File: src/rtl/wb_regbank_pkg.sv
package wb_regbank_pkg;

    localparam int MAX_DW = 64;

    typedef enum logic {
        PH_IDLE,
        PH_RESP
    } phase_e;

    typedef enum logic [1:0] {
        TERM_ACK,
        TERM_ERR,
        TERM_RTY
    } term_e;

    // termination chosen for an accepted request
    function automatic term_e pick_term(input logic retry_en,
                                        input logic retried,
                                        input logic hit);
        if (retry_en && !retried) return TERM_RTY;
        if (hit)                  return TERM_ACK;
        return TERM_ERR;
    endfunction

    function automatic logic addr_hits(input logic [63:0] adr,
                                       input int unsigned count);
        return adr < 64'(count);
    endfunction

endpackage

File: src/rtl/wbrb_store.sv
module wbrb_store #(
    parameter int NUM_REGS = 8,
    parameter int DW       = 32,
    parameter int IDX_W    = 3
) (
    input  logic             clk,
    input  logic             wr_en,
    input  logic [IDX_W-1:0] wr_idx,
    input  logic [DW-1:0]    wr_data,
    input  logic [IDX_W-1:0] rd_idx,
    output logic [DW-1:0]    rd_data
);

    logic [DW-1:0] cells [NUM_REGS];

    // contents are deliberately not reset
    for (genvar i = 0; i < NUM_REGS; i++) begin : g_cell
        always_ff @(posedge clk) begin
            if (wr_en && (int'(wr_idx) == i)) begin
                cells[i] <= wr_data;
            end
        end
    end

    always_comb begin
        rd_data = '0;
        if (int'(rd_idx) < NUM_REGS) begin
            rd_data = cells[rd_idx];
        end
    end

endmodule

File: src/rtl/wbrb_pacer.sv
module wbrb_pacer #(
    parameter int SW = 4
) (
    input  logic          clk,
    input  logic          rst,
    input  logic          idle,
    input  logic          req,
    input  logic          accept,
    input  logic [SW-1:0] cfg_len,
    output logic          stall
);

    logic [SW-1:0] cnt_q;
    logic          stall_q;
    logic [SW:0]   cnt_inc;

    assign cnt_inc = {1'b0, cnt_q} + 1'b1;

    always_ff @(posedge clk) begin
        if (rst) begin
            cnt_q   <= '0;
            stall_q <= (cfg_len != '0);
        end else if (accept) begin
            cnt_q   <= '0;
            stall_q <= 1'b1;
        end else if (!idle) begin
            cnt_q   <= '0;
            stall_q <= (cfg_len != '0);
        end else if (req && stall_q) begin
            cnt_q   <= cnt_inc[SW-1:0];
            stall_q <= (cnt_inc < {1'b0, cfg_len});
        end else begin
            stall_q <= (cnt_q < cfg_len);
        end
    end

    assign stall = stall_q;

    // the stall line never drops in the cycle right after an accept
    p_hold_after_accept_r5: assert property (@(posedge clk) disable iff (rst)
        accept |=> stall_q);

endmodule

File: src/rtl/wb_regbank.sv
module wb_regbank
    import wb_regbank_pkg::*;
#(
    parameter int NUM_REGS = 8,
    parameter int DW       = 32,
    parameter int AW       = 8,
    parameter int SW       = 4
) (
    input  logic          clk,
    input  logic          rst,
    input  logic          wb_cyc,
    input  logic          wb_stb,
    input  logic          wb_we,
    input  logic [AW-1:0] wb_adr,
    input  logic [DW-1:0] wb_wdat,
    output logic [DW-1:0] wb_rdat,
    output logic          wb_ack,
    output logic          wb_err,
    output logic          wb_rty,
    output logic          wb_stall,
    input  logic [SW-1:0] cfg_stall_len,
    input  logic          cfg_retry_en
);

    localparam int IDX_W = (NUM_REGS > 1) ? $clog2(NUM_REGS) : 1;

    phase_e        phase_q;
    logic          ack_q, err_q, rty_q, retried_q;
    logic [DW-1:0] rdat_q;
    logic          req, accept, hit, wr_en;
    term_e         term;
    logic [DW-1:0] rd_data;
    logic [IDX_W-1:0] idx;

    assign req    = wb_cyc && wb_stb;
    assign accept = req && !wb_stall && (phase_q == PH_IDLE);
    assign hit    = addr_hits(64'(wb_adr), NUM_REGS);
    assign term   = pick_term(cfg_retry_en, retried_q, hit);
    assign idx    = wb_adr[IDX_W-1:0];
    assign wr_en  = accept && wb_we && (term == TERM_ACK);

    wbrb_pacer #(.SW(SW)) u_pacer (
        .clk     (clk),
        .rst     (rst),
        .idle    (phase_q == PH_IDLE),
        .req     (req),
        .accept  (accept),
        .cfg_len (cfg_stall_len),
        .stall   (wb_stall)
    );

    wbrb_store #(.NUM_REGS(NUM_REGS), .DW(DW), .IDX_W(IDX_W)) u_store (
        .clk     (clk),
        .wr_en   (wr_en),
        .wr_idx  (idx),
        .wr_data (wb_wdat),
        .rd_idx  (idx),
        .rd_data (rd_data)
    );

    always_ff @(posedge clk) begin
        if (rst) begin
            phase_q   <= PH_IDLE;
            ack_q     <= 1'b0;
            err_q     <= 1'b0;
            rty_q     <= 1'b0;
            retried_q <= 1'b0;
            rdat_q    <= '0;
        end else begin
            ack_q  <= 1'b0;
            err_q  <= 1'b0;
            rty_q  <= 1'b0;
            rdat_q <= '0;
            if (accept) begin
                phase_q <= PH_RESP;
                case (term)
                    TERM_RTY: begin
                        rty_q     <= 1'b1;
                        retried_q <= 1'b1;
                    end
                    TERM_ACK: begin
                        ack_q     <= 1'b1;
                        retried_q <= 1'b0;
                        if (!wb_we) rdat_q <= rd_data;
                    end
                    default: begin
                        err_q     <= 1'b1;
                        retried_q <= 1'b0;
                    end
                endcase
            end else begin
                phase_q <= PH_IDLE;
            end
        end
    end

    assign wb_ack  = ack_q;
    assign wb_err  = err_q;
    assign wb_rty  = rty_q;
    assign wb_rdat = rdat_q;

    p_term_onehot_r3: assert property (@(posedge clk) disable iff (rst)
        $onehot0({wb_ack, wb_err, wb_rty}));

    p_term_single_r3: assert property (@(posedge clk) disable iff (rst)
        (wb_ack || wb_err || wb_rty) |=> !(wb_ack || wb_err || wb_rty));

    p_resp_stalls_r3: assert property (@(posedge clk) disable iff (rst)
        (wb_ack || wb_err || wb_rty) |-> wb_stall);

    // a termination only follows a handshake on the previous edge
    p_resp_needs_accept_r7: assert property (@(posedge clk) disable iff (rst)
        (wb_ack || wb_err || wb_rty) |-> $past(wb_cyc && wb_stb && !wb_stall));

    p_dat_quiet_r8: assert property (@(posedge clk) disable iff (rst)
        (wb_rdat != '0) |-> wb_ack);

endmodule

File: config.mk
export PLATFORM = sky130hd
export DESIGN_NAME = wb_regbank
export DESIGN_NICKNAME = d
export VERILOG_FILES = /design/src/rtl/wb_regbank_pkg.sv /design/src/rtl/wbrb_store.sv /design/src/rtl/wbrb_pacer.sv /design/src/rtl/wb_regbank.sv
export SDC_FILE = /design/constraint.sdc
export NUM_CORES = 1
export LEC_CHECK = 0
export ABC_AREA = 1
export BUFFER_PORTS_ARGS = -buffer_cell sky130_fd_sc_hd__buf_2
export CAP_MARGIN = 10
export CORE_ASPECT_RATIO = 1.2
export CORE_MARGIN = 2
export CORE_UTILIZATION = 55
export CTS_BUF_LIST = sky130_fd_sc_hd__clkbuf_4 sky130_fd_sc_hd__clkbuf_8
export CTS_CLUSTER_SIZE = 40
export DETAILED_ROUTE_END_ITERATION = 10
export GPL_ROUTABILITY_DRIVEN = 0
export PLACE_DENSITY = 0.69
export SLEW_MARGIN = 20
export SYNTH_ARGS = -nofsm -noshare
export SYNTH_HDL_FRONTEND = slang
export SYNTH_HIERARCHICAL = 1
export SYNTH_SLANG_ARGS = --single-unit
File: constraint.sdc
create_clock -name clk -period 4.7 [get_ports clk]
set_input_delay 0.705 -clock clk [delete_from_list [all_inputs] [get_ports clk]]
set_output_delay 0.705 -clock clk [all_outputs]
set_load 0.005 [all_outputs]
==> results of run 1 <==
## cell usage in the layout (no fill, tap or decap), drive strengths merged
cell and count:
nor2 52, xor2 3, clkbuf 67, ha 7, a22oi 1, nand2 446, bufinv 2, nand3 131
edfxtp 256, a21oi 3, clkinvlp 1, o21ai 3, inv 318, buf 99, nand4 2, nor3 3
o22ai 1, diode 2, dfxtp 42, clkinv 16
## registers in the layout (all words and copies together) (netlist names)
| name | count |
|---|---|
| wb_rdat | 32 |
| u_store/cells | 256 |
| phase_q | 1 |
| wb_ack | 1 |
| u_pacer/stall | 1 |
| wb_rty | 1 |
| wb_err | 1 |
| retried_q | 1 |
| u_pacer/cnt_q | 4 |
## cells by family (layout without fill, tap and decap cells)
logic type | Yosys count | in the layout
simple gates | 634 | 634
buf+inv | 370 | 503
flops | 298 | 298
compound gates | 8 | 8
fa+ha+maj | 7 | 7
xor+xnor | 3 | 3
other cells | 0 | 2
## final cells by class
type / count / area (um^2) / share of cell area
Antenna cell: 2 / 5.00 / 0.000344
Inverter: 319 / 1200 / 0.0824
Clock inverter: 18 / 140 / 0.00963
Multi-Input combinational cell: 652 / 2880 / 0.198
Sequential cell: 298 / 8530 / 0.586
Clock buffer: 67 / 841 / 0.0578
Tap cell: 315 / 394 / 0.0271
Timing Repair Buffer: 99 / 566 / 0.0389
## report_power, final
group / switching [mW] / internal [mW] / total [mW]
Sequential: 0.00330 / 2.87 / 2.87
Clock: 0.965 / 1.27 / 2.23
Combinational: 0.200 / 0.0825 / 0.282
Total: 1.17 / 4.22 / 5.39
## path summary, 6_finish.rpt
| path | from | to | slack (ns) | cells after the start |
|---|---|---|---|---|
| hold / removal | wb_wdat[22] | u_store/cells[7][22] | 0.45 | 1 |
| hold reg to reg | u_pacer/cnt_q[1] | u_pacer/cnt_q[1] | 0.51 | 2 |
| setup reg to reg | u_pacer/stall | u_store/cells[5][11] | 2.05 | 8 |
| setup / recovery | u_pacer/stall | u_store/cells[5][11] | 2.05 | 8 |
## through the flow
stage	util	setup slack, ns	hold slack (ns)
floorplan	-	1.60	0.466
global placement	0.585	1.56	0.492
detailed placement	0.585	1.51	0.498
CTS	0.627	2.06	0.412
global route	0.629	1.83	0.424
finish	0.629	2.05	0.448
## layer usage
layer | vias to the layer above | global-route usage | part of all wire
met5 | - | 0 | 0
met4 | 0 | 0.0699 | 0.023
met3 | 42 | 0.0395 | 0.049
met2 | 213 | 0.378 | 0.51
met1 | 4000 | 0.272 | 0.42
li1 | 4248 | - | -
## cell usage after synthesis
master	n
nor2_1	20
a21oi_1	3
edfxtp_1	256
buf_2	20
nor2_4	3
inv_1	316
a22oi_1	1
buf_6	14
nand2_2	1
ha_1	7
buf_1	5
nor2_2	29
inv_2	3
nand2_1	445
nand4_1	1
nand4_4	1
o21ai_0	3
xor2_1	3
nand3_1	131
nor3_1	3
o22ai_1	1
dfxtp_1	42
buf_4	5
clkbuf_1	7
==> impl_results.md, run 1 <==
* Initial antenna violation count at 2
* Setup Buffers After CTS at 0
* Final WL at 25900 um
* CP Capture Type: flip-flop
* Largest family of logic cells by synthesized area: simple AND/OR/NAND/NOR gates
* Vias in the first global route at 8258
* Htree depth at 2
* Post-DP Area at 0.0135 mm^2
* Row cnt at 61
* Critical Path Slowest Stage Cell: nor2_4
* Largest net degree at the start of global routing at 83
* Finished Layout Cells at 1770
* Full die area at 0.0247 mm^2
* Synthesized area at 0.0129 mm^2
* Crit path max fanout at 22
* Clock transition at path regs at 0.06 ns
* Synth top area share at 0.596
* Max_cap viols at 0
* # fillers at 1918
* Layout Nets at 1473
* Final hold viol count at 0
* YS warnings at 6
* Peak supply drop at 0.279 mV
* Setup TNS at 0 ns
* Status: finished, final reports clean
* Via count at 8503
* Synthesized Nets at 1377
* Dpl cells at 1681
* Slew Limit Headroom at 0.312
* Compound-Gate Fraction of Synth Area at 0.00340
* Area share of fa/ha/maj cells after synthesis at 0.00680
* DR WL/cell at 14.6 um
* P&R area growth vs syn at 12.9%
* Initial drt markers at 518
* Die height at 172 um
* #FFs+latches synth at 298
* GRT Residual Overflow at 0
* Buf+Inv Stages, Crit Path at 2
* Yosys top cell by area: edfxtp_1
* Mux cell area share after synthesis at 0
* Die width at 144 um
* Fin area at 0.0146 mm^2
* Total clock sinks at 298
* Worst hold-check path type: in -> reg
* RSZ-0062 raised after global routing: false
* Worst-skew pair later-pin latency at 0.54 ns
* Cell count after synthesis at 1320
* Layout Skew at 0.0151 ns
* First-pass GRT wire length at 41200 um
* Sequential element share of the synthesized area at 0.662
* Power after layout at 5.39 mW
* Initial core utilization at 0.557
* Leak at 6.93 nW
* Delay-heaviest family, CP: simple AND/OR/NAND/NOR gates
* Via/cell ratio at 4.80
* Share of post-route cells with drive strength above 1 at 0.156
* CP Cell Sequence: inv_1 -> nand2_1 -> nor2_4 -> nand3_1 -> nor2_1 -> nand2_1 -> nor2_4 -> buf_4
* CTS tree: done
* PwrDens at 370 mW/mm^2
* Worst Path Required at 4.94 ns
* # port buffers at 85
* Post-Synth Simple-Gate Area at 0.207
* Total track usage at 0.216
* Startpoint types: flip-flop
* DRC viols at 0
* Root Driver: clkbuf_8
* Num CTS Buffers at 46
* CORE AREA at 0.0231 mm^2
* Max frequency at 0.377 GHz
* Setup violators final at 0
* Setup Crit Path Kind: reg -> reg
* Crit path DAT at 2.89 ns
* Netlist cell types at 24
* Hold Buf Count CTS at 0
* Clock Path Buffers at 3
* Antenna Violating Nets Remaining at 0
* Router iterations before antenna repair at 5
* Fin crit period at 2.65 ns
* Slew @ Worst Pin at 1.03 ns
* Largest cells by area after synthesis: edfxtp_1 60%, nand2_1 13%, inv_1 9.2%, dfxtp_1 6.5%, nand3_1 5.1%
* Syn Area/Cell at 9.76 um^2
* # resized after CTS at 0
* HPWL Detailed at 15200 um
* # IOs at 86
* Slowest stage delay, CP at 0.79 ns
* Post-synthesis xor/xnor area fraction at 0.00204
* Period utilization at 0.564
* Final max-slew violation count at 0
Note: power is estimated with default switching activity, not from simulation.
==> run 2: changes to the inputs <==
Settings changed: PLACE_DENSITY 0.69 to 0.72.
Clock period 4.7 ns to 2.35 ns, I/O delays scaled along.
==> impl_results.md, run 2 (same netlist as run 1, synthesis figures left out) <==
* Clock Path Buffers at 3
* Via count at 8541
* Layout Skew at 0.0109 ns
* Diodes inserted at 0
* Finished Layout Cells at 1784
* Final WL at 25500 um
* Fin crit period at 2.19 ns
* Worst-skew pair later-pin latency at 0.54 ns
* Leak at 7.06 nW
* Share of post-route cells with drive strength above 1 at 0.162
* CORE AREA at 0.0231 mm^2
* # IOs at 86
* Setup violators final at 0
* PwrDens at 742 mW/mm^2
* Worst hold-check path type: in -> reg
* DR WL/cell at 14.3 um
* Worst Path Required at 2.57 ns
* CTS tree: done
* Routing usage on met1 at 0.260
* Final hold viol count at 0
* Setup Buffers After CTS at 0
* Layout Nets at 1489
* Slew Limit Headroom at 0.637
* Setup TNS at 0 ns
* DRC viols at 0
* CP Capture Type: flip-flop
* Vias in the first global route at 8327
* Crit path max fanout at 14
* Max reg flops at 256
* RSZ-0062 raised after global routing: false
* Biggest register: u_store/cells
* Fin util at 0.642
* # resized after CTS at 0
* Met3 usage at 0.0376
* Htree depth at 2
* Dpl cells at 1699
* Max frequency at 0.456 GHz
* # port buffers at 85
* Power after layout at 11.0 mW
* Status: finished, final reports clean
* HPWL Detailed at 15600 um
* Area taken by multi-input logic gates at 0.00288 mm^2
* Clock transition at path regs at 0.06 ns
* Most common cell after layout, fill and taps aside: nand2_1
* Die width at 144 um
* Initial drt markers at 660
* Period utilization at 0.934
* Max_cap viols at 0
* Crit path DAT at 2.41 ns
* Hold Buf Count CTS at 0
* Reg area at 0.00853 mm^2
* Via/cell ratio at 4.79
* P&R area growth vs syn at 15.2%
* Most Crowded Layer GR: met2
* Full die area at 0.0247 mm^2
* Antenna Violating Nets Remaining at 0
* Initial core utilization at 0.557
* GRT Residual Overflow at 0
* Met2 Use GR at 0.380
* Slew @ Worst Pin at 0.543 ns
* Root Driver: clkbuf_8
* Commonest non-fill, non-tap cells in the layout: 445 x nand2_1, 316 x inv_1, 256 x edfxtp_1, 131 x nand3_1, 84 x buf_2
* Initial antenna violation count at 0
* First-pass GRT wire length at 40700 um
* Peak supply drop at 0.398 mV
* Final max-slew violation count at 0
* Total track usage at 0.213
* Die height at 172 um
* Router iterations before antenna repair at 5
* Total clock sinks at 298
* Startpoint types: flip-flop
* Setup Crit Path Kind: reg -> reg
* Hold slack at 0.0865 ns
* Num CTS Buffers at 46
* Largest net degree at the start of global routing at 89
* # fillers at 1809
* Row cnt at 61
-- run 2: cell types whose count changed in the layout (fill, tap and decap cells not counted), moves of 3 or more --
cell / before / now
bufinv_16: 2 / 5
clkinv_1: 2 / 7
buf_12: 1 / 13
buf_4: 13 / 18
clkinv_2: 14 / 8
clkbuf_8: 54 / 51
-- run 2: final cells by class --
type,instances,share of cell area
flip-flops and latches,298,0.574
multi-input cells,652,0.194
inverters,319,0.0807
repair buffers,115,0.0550
clock buffers,66,0.0549
well taps,315,0.0265
clock inverters,19,0.0142
-- run 2: where the power goes --
part / switching (mW) / internal, mW / total (mW) / leakage [nW]
combinational: 0.400 / 0.176 / 0.576 / 3.87
clock: 1.91 / 2.78 / 4.69 / 0.545
sequential: 0.00723 / 5.74 / 5.75 / 2.64
-- run 2: routing by layer --
metal	wire [um]	vias up
met1	10600	3974
met3	1440	46
met2	13000	244
met4	488	0
met5	0	-
li1	-	4277
-- run 2: critical path, stage by stage, from the launching register on --
cell     delay, ns
dfxtp_1       0.33
inv_1         0.06
nand2_1       0.08
nor2_4        0.17
nand3_1       0.09
nor2_1        0.29
nand2_1       0.32
nor2_4        0.23
buf_4         0.29
-- run 2: path summary, 6_finish.rpt --
| kind | startpoint | endpoint | slack [ns] | cells past startpoint |
|---|---|---|---|---|
| worst min-delay path | wb_wdat[20] | u_store/cells[6][20] | 0.09 | 1 |
| worst max-delay path | u_pacer/stall | u_store/cells[5][7] | 0.16 | 8 |
| worst max register to register | u_pacer/stall | u_store/cells[5][7] | 0.16 | 8 |
| worst min register to register | retried_q | retried_q | 0.52 | 2 |
-- run 2: through the flow --
stage                     worst slack, ns  cell area, um^2
final                               0.155            14800
after global routing               0.0593            14800
after CTS                           0.195            14800
after detailed placement            0.106            13800
after global placement              0.161            13800
after floorplan                    -0.401            12900
